[src/rtl/hcr_pkg.sv]
package hcr_pkg;
  typedef enum logic [2:0] {
    DEC_NONE,
    DEC_ALLOC,
    DEC_DONE,
    DEC_RETRY_CLR,
    DEC_RETRY_INC,
    DEC_FAIL,
    DEC_ACK
  } dec_e;
endpackage

[src/rtl/hcr_decode.sv]
module hcr_decode
  import hcr_pkg::*;
#(
  parameter int ERR_LIMIT = 3,
  localparam int CNT_W = $clog2(ERR_LIMIT + 1)
) (
  input  logic             active_i,
  input  logic [CNT_W-1:0] cnt_i,
  input  logic             alloc_i,
  input  logic             halt_i,
  input  logic             xfer_done_i,
  input  logic             stall_i,
  input  logic             xact_err_i,
  input  logic             nak_i,
  input  logic             ack_i,
  output dec_e             dec_o
);
  logic [CNT_W-1:0] cnt_inc;
  assign cnt_inc = cnt_i + 1'b1;

  always_comb begin
    dec_o = DEC_NONE;
    if (alloc_i) begin
      dec_o = DEC_ALLOC;
    end else if (active_i) begin
      if (halt_i) begin
        if (xfer_done_i || stall_i) begin
          dec_o = DEC_DONE;
        end else if (xact_err_i) begin
          if (nak_i || ack_i)                          dec_o = DEC_RETRY_CLR;
          else if (cnt_inc == ERR_LIMIT[CNT_W-1:0])    dec_o = DEC_FAIL;
          else                                         dec_o = DEC_RETRY_INC;
        end
      end else if (ack_i) begin
        dec_o = DEC_ACK;
      end
    end
  end
endmodule

[src/rtl/hcr_counter.sv]
module hcr_counter
  import hcr_pkg::*;
#(
  parameter int ERR_LIMIT = 3,
  localparam int CNT_W = $clog2(ERR_LIMIT + 1)
) (
  input  logic             clk_i,
  input  logic             rst_ni,
  input  dec_e             dec_i,
  output logic [CNT_W-1:0] cnt_o
);
  localparam logic [CNT_W-1:0] CntRest = CNT_W'(1);

  always_ff @(posedge clk_i or negedge rst_ni) begin
    if (!rst_ni) begin
      cnt_o <= CntRest;
    end else begin
      unique case (dec_i)
        DEC_ALLOC, DEC_DONE, DEC_RETRY_CLR, DEC_ACK: cnt_o <= CntRest;
        DEC_RETRY_INC, DEC_FAIL:                     cnt_o <= cnt_o + 1'b1;
        default:                                     cnt_o <= cnt_o;
      endcase
    end
  end
endmodule

[src/rtl/hcr_action.sv]
module hcr_action
  import hcr_pkg::*;
(
  input  logic clk_i,
  input  logic rst_ni,
  input  dec_e dec_i,
  output logic active_o,
  output logic release_o,
  output logic reinit_o,
  output logic rewind_o,
  output logic done_o,
  output logic failed_o,
  output logic ack_mask_o
);
  always_ff @(posedge clk_i or negedge rst_ni) begin
    if (!rst_ni) begin
      active_o   <= 1'b0;
      release_o  <= 1'b0;
      reinit_o   <= 1'b0;
      rewind_o   <= 1'b0;
      done_o     <= 1'b0;
      failed_o   <= 1'b0;
      ack_mask_o <= 1'b0;
    end else begin
      release_o <= (dec_i == DEC_DONE) || (dec_i == DEC_FAIL);
      reinit_o  <= (dec_i == DEC_RETRY_CLR) || (dec_i == DEC_RETRY_INC);
      rewind_o  <= (dec_i == DEC_RETRY_CLR) || (dec_i == DEC_RETRY_INC);
      done_o    <= (dec_i == DEC_DONE);
      failed_o  <= (dec_i == DEC_FAIL);
      unique case (dec_i)
        DEC_ALLOC: begin
          active_o   <= 1'b1;
          ack_mask_o <= 1'b0;
        end
        DEC_DONE: begin
          active_o   <= 1'b0;
          ack_mask_o <= 1'b1;
        end
        DEC_FAIL:  active_o   <= 1'b0;
        DEC_ACK:   ack_mask_o <= 1'b1;
        default: ;
      endcase
    end
  end
endmodule

[src/rtl/hchan_retry_ctrl.sv]
module hchan_retry_ctrl
  import hcr_pkg::*;
#(
  parameter int ERR_LIMIT = 3,
  localparam int CNT_W = $clog2(ERR_LIMIT + 1)
) (
  input  logic             clk_i,
  input  logic             rst_ni,
  input  logic             alloc_i,
  input  logic             halt_i,
  input  logic             xfer_done_i,
  input  logic             stall_i,
  input  logic             xact_err_i,
  input  logic             nak_i,
  input  logic             ack_i,
  output logic             release_o,
  output logic             reinit_o,
  output logic             rewind_o,
  output logic             done_o,
  output logic             failed_o,
  output logic             ack_mask_o,
  output logic             halt_en_o,
  output logic [CNT_W-1:0] err_cnt_o
);
  dec_e             dec;
  logic             active;
  logic [CNT_W-1:0] cnt;

  hcr_decode #(.ERR_LIMIT(ERR_LIMIT)) u_decode (
    .active_i   (active),
    .cnt_i      (cnt),
    .alloc_i    (alloc_i),
    .halt_i     (halt_i),
    .xfer_done_i(xfer_done_i),
    .stall_i    (stall_i),
    .xact_err_i (xact_err_i),
    .nak_i      (nak_i),
    .ack_i      (ack_i),
    .dec_o      (dec)
  );

  hcr_counter #(.ERR_LIMIT(ERR_LIMIT)) u_counter (
    .clk_i (clk_i),
    .rst_ni(rst_ni),
    .dec_i (dec),
    .cnt_o (cnt)
  );

  hcr_action u_action (
    .clk_i     (clk_i),
    .rst_ni    (rst_ni),
    .dec_i     (dec),
    .active_o  (active),
    .release_o (release_o),
    .reinit_o  (reinit_o),
    .rewind_o  (rewind_o),
    .done_o    (done_o),
    .failed_o  (failed_o),
    .ack_mask_o(ack_mask_o)
  );

  assign halt_en_o = active;
  assign err_cnt_o = cnt;
endmodule

[config.mk]
export PLATFORM = sky130hd
export DESIGN_NAME = hchan_retry_ctrl
export DESIGN_NICKNAME = d
export VERILOG_FILES = /design/src/rtl/hcr_pkg.sv /design/src/rtl/hcr_decode.sv /design/src/rtl/hcr_counter.sv /design/src/rtl/hcr_action.sv /design/src/rtl/hchan_retry_ctrl.sv
export SDC_FILE = /design/constraint.sdc
export NUM_CORES = 1
export LEC_CHECK = 0
export BUFFER_PORTS_ARGS = -buffer_cell sky130_fd_sc_hd__buf_2
export CAP_MARGIN = 20
export CORE_ASPECT_RATIO = 1.1
export CORE_MARGIN = 2
export CORE_UTILIZATION = 25
export CTS_CLUSTER_SIZE = 12
export DETAILED_ROUTE_END_ITERATION = 6
export SLEW_MARGIN = 15
export SYNTH_ARGS = -nofsm -noshare
export SYNTH_HDL_FRONTEND = slang
export SYNTH_SLANG_ARGS = --single-unit
export TNS_END_PERCENT = 5
[constraint.sdc]
create_clock -name clk_i -period 3.6 [get_ports clk_i]
set_clock_uncertainty 0.2 [all_clocks]
set_input_delay 0.72 -clock clk_i [delete_from_list [all_inputs] [get_ports clk_i]]
set_output_delay 0.72 -clock clk_i [all_outputs]
set_load 0.005 [all_outputs]
==> results_dict.tcl <==
set metrics [dict create \
    timing.critical_path.slowest_cell_delay_ns 0.55 \
    setup.reg_to_reg.worst_slack_ns 1.95 \
    final.setup.tns_ns 0 \
    buffer_and_inverter_count_on_the_worst_path 1 \
    design.final.nets 65 \
    worstSkewPairLatency_ns 0.25 \
    status "finished, final reports clean" \
    htree_num_levels 1 \
    power_density_nw_per_um2 371 \
    timing.critical_path.to_type "primary output" \
    timing.rr.end "u_action.active_o" \
    fp.dieArea_um2 1880 \
    antenna_violations_before_repair 0 \
    ir_worst_vdd_uv 174 \
    drtPass1Iterations 2 \
    antennaDiodeCount 0 \
    dpl_hpwl_um 604 \
    p_total_uw 190 \
    detail_route_antenna_nets 0 \
    critical_path_depth 1 \
    drc 0 \
    cts_tree "done" \
    synth_largest_area_cell "sky130_fd_sc_hd__dfrtp_1" \
    detailedRoute.firstIterationViolations 1 \
    synth_warnings 0 \
    clockBufferDepth 2 \
    clkTransAtPathRegs_ns 0.06 \
    async_flop_share_pct 100 \
    required_ns 2.68 \
    via_per_inst 4.56 \
    avgRoutedWirePerCell_um 10.5 \
    yosys.cell_count.top_type "sky130_fd_sc_hd__dfrtp_1" \
    report.final.setup_viol 0 \
    critical-path-slowest-cell "sky130_fd_sc_hd__dfstp_2" \
    setup_fix_buffers_added_after_clock_tree_synthesis 0 \
    post_route_cells_drive_above_1_share_pct 48.1 \
    share_clk_of_total_power_pct 38.4 \
    start_util_pct 27.6 \
    synthesis.area_per_instance_um2 11.4 \
    grt_use_total_pct 9.18 \
    rsz0062_at_grt "false" \
    cts_buffers 3 \
    hold_buffers 0 \
    detailroute.via_count 319 \
    worstHoldPathType "input port to async pin" \
    io-pin-count 18 \
    power.static_leakage_nw 0.274 \
    worst_pin_slew_ns 0.300 \
    timing.rr.start "u_counter.cnt_o[0]" \
    die_w_um 41.5 \
    die_y_um 45.2 \
    crit_arrival_ns 0.91 \
    cts_resized 0 \
    worst_path_dominant_cell_family "flip-flops" \
    max_clock_freq_ghz 0.547 \
    overflow 0 \
    synth.yosys.seq_area_share_pct 52.1 \
    grt_first_pass_wirelength_mm 1.28 \
    largest_net_degree_at_the_start_of_global_routing 9 \
    synth_top_cell_area_share_pct 45.3 \
    finalMaxSlewViolations 0 \
    max-cap-violations 0 \
    seq_power_share_pct 50.1 \
    final.period_utilization_pct 50.8 \
    timing.critical_path.cells "buf_2" \
    timing.max_slew.rel_slack_pct 79.7 \
    finalWorstPathRequiredPeriod_ns 1.83 \
    synth_common_cells "sky130_fd_sc_hd__dfrtp_1 (7), sky130_fd_sc_hd__nor2_1 (4), sky130_fd_sc_hd__o21ai_0 (3)" \
    reg2reg_depth 5 \
    startpoint_type "flip-flop" \
    syn_to_final_growth_pct 32.0 \
    internal-power_uw 146 \
    synth_cell_types 21 \
    ys_top_cells_by_area "sky130_fd_sc_hd__dfrtp_1 (45%), sky130_fd_sc_hd__dfstp_2 (6.8%), sky130_fd_sc_hd__o41ai_2 (4.2%)" \
    number_of_hold_slack_violations_in_the_final_timing_report 0 \
    cts.sink_count 8 \
    final_core_utilization_pct 36.4 \
    drt_wl_total_um 738 \
    p_sw_share_pct 22.9 \
    cts-root-buf "sky130_fd_sc_hd__clkbuf_4" \
    primary_ff_master_synth "sky130_fd_sc_hd__dfrtp_1" \
    edff_count_synth 0 \
    syn-cell-area_um2 387 \
    grt_pass1_vias 308 \
    placement_rows 14 \
    comb_power_share_pct 11.5 \
    synth-seq-cells 8 \
    syn-num-nets 44 \
    globalplace.congestion 0.757 \
    timing.setup.critical_path_class "flip-flop to primary output" \
    postSynthCellCount 34 \
    coreArea_um2 1400 \
    switching_power_uw 43.4 \
    portBuffers 17 \
    critical_path.max_fanout 4 \
]
==> layout by cell type, fill, tap and decap left out, types with 2 or more instances in the layout <==
cell	count
sky130_fd_sc_hd__a21oi_1	2
sky130_fd_sc_hd__clkbuf_4	3
sky130_fd_sc_hd__nor2_1	4
sky130_fd_sc_hd__buf_2	17
sky130_fd_sc_hd__nand2_1	2
sky130_fd_sc_hd__o21ai_0	3
sky130_fd_sc_hd__dfrtp_1	7
==> power by group through the flow <==
stage | Clock (mW) | Sequential [mW] | Combinational [mW]
3_3_place_gp | 0 | 0.0967 | 0.0223
3_5_place_dp | 0 | 0.0966 | 0.0220
2_1_floorplan | 0 | 0.0970 | 0.00841
6_report | 0.0729 | 0.0949 | 0.0218
5_1_grt | 0.0826 | 0.0953 | 0.0244
4_1_cts | 0.0759 | 0.0950 | 0.0222
==> through the flow <==
stage          cells  worst slack, ns  area [um2]  hold slack (ns)
3_5_place_dp      66             1.84         484            0.299
2_1_floorplan     34             2.02         387            0.224
3_3_place_gp      66             1.83         484            0.297
5_1_grt           70             1.73         510            0.102
6_report          70             1.77         510           0.0993
4_1_cts           70             1.76         510            0.101
==> sequential cells by signal, summed over array words and instances, names as in the netlist <==
register,flops
u_action.ack_mask_o,1
u_action.done_o,1
u_action.rewind_o,1
u_action.failed_o,1
u_action.active_o,1
u_action.release_o,1
u_counter.cnt_o,2
==> worst max path at each step <==
stage | end | start | slack [ns]
finish | err_cnt_o[0] | u_counter.cnt_o[0] | 1.77
global route | err_cnt_o[0] | u_counter.cnt_o[0] | 1.73
CTS | err_cnt_o[0] | u_counter.cnt_o[0] | 1.76
detailed placement | u_counter.cnt_o[1] | alloc_i | 1.84
global placement | u_counter.cnt_o[1] | alloc_i | 1.83
floorplan | u_action.release_o | u_counter.cnt_o[0] | 2.02
==> per-layer routing <==
layer  wire [um]  share of wire (%)  track usage, %  vias to the layer above
li1            -                  -               -                      163
met1         348                 47            11.6                      143
met2         326                 44            14.7                       13
met3          63                8.5            2.80                        0
met4           0                  0            3.87                        0
met5           0                  0               0                        -
==> cell families (layout without fill, tap and decap cells) <==
family          Yosys count  count (layout)  synth area share [%]
buf+inv                   2              22                  2.91
flops                     8               8                  52.1
compound gates           11              11                  21.7
fa+ha+maj                 1               1                  3.24
simple gates             12              12                  20.1
==> layout make-up <==
cell class              instances  area (um2)
fillers                       150         891
flip-flops and latches          8         201
multi-input cells              24         174
repair buffers                 17        85.1
clock buffers                   4        26.3
well taps                      16        20.0
inverters                       1        3.75
Power figures use the tool's default switching activity.
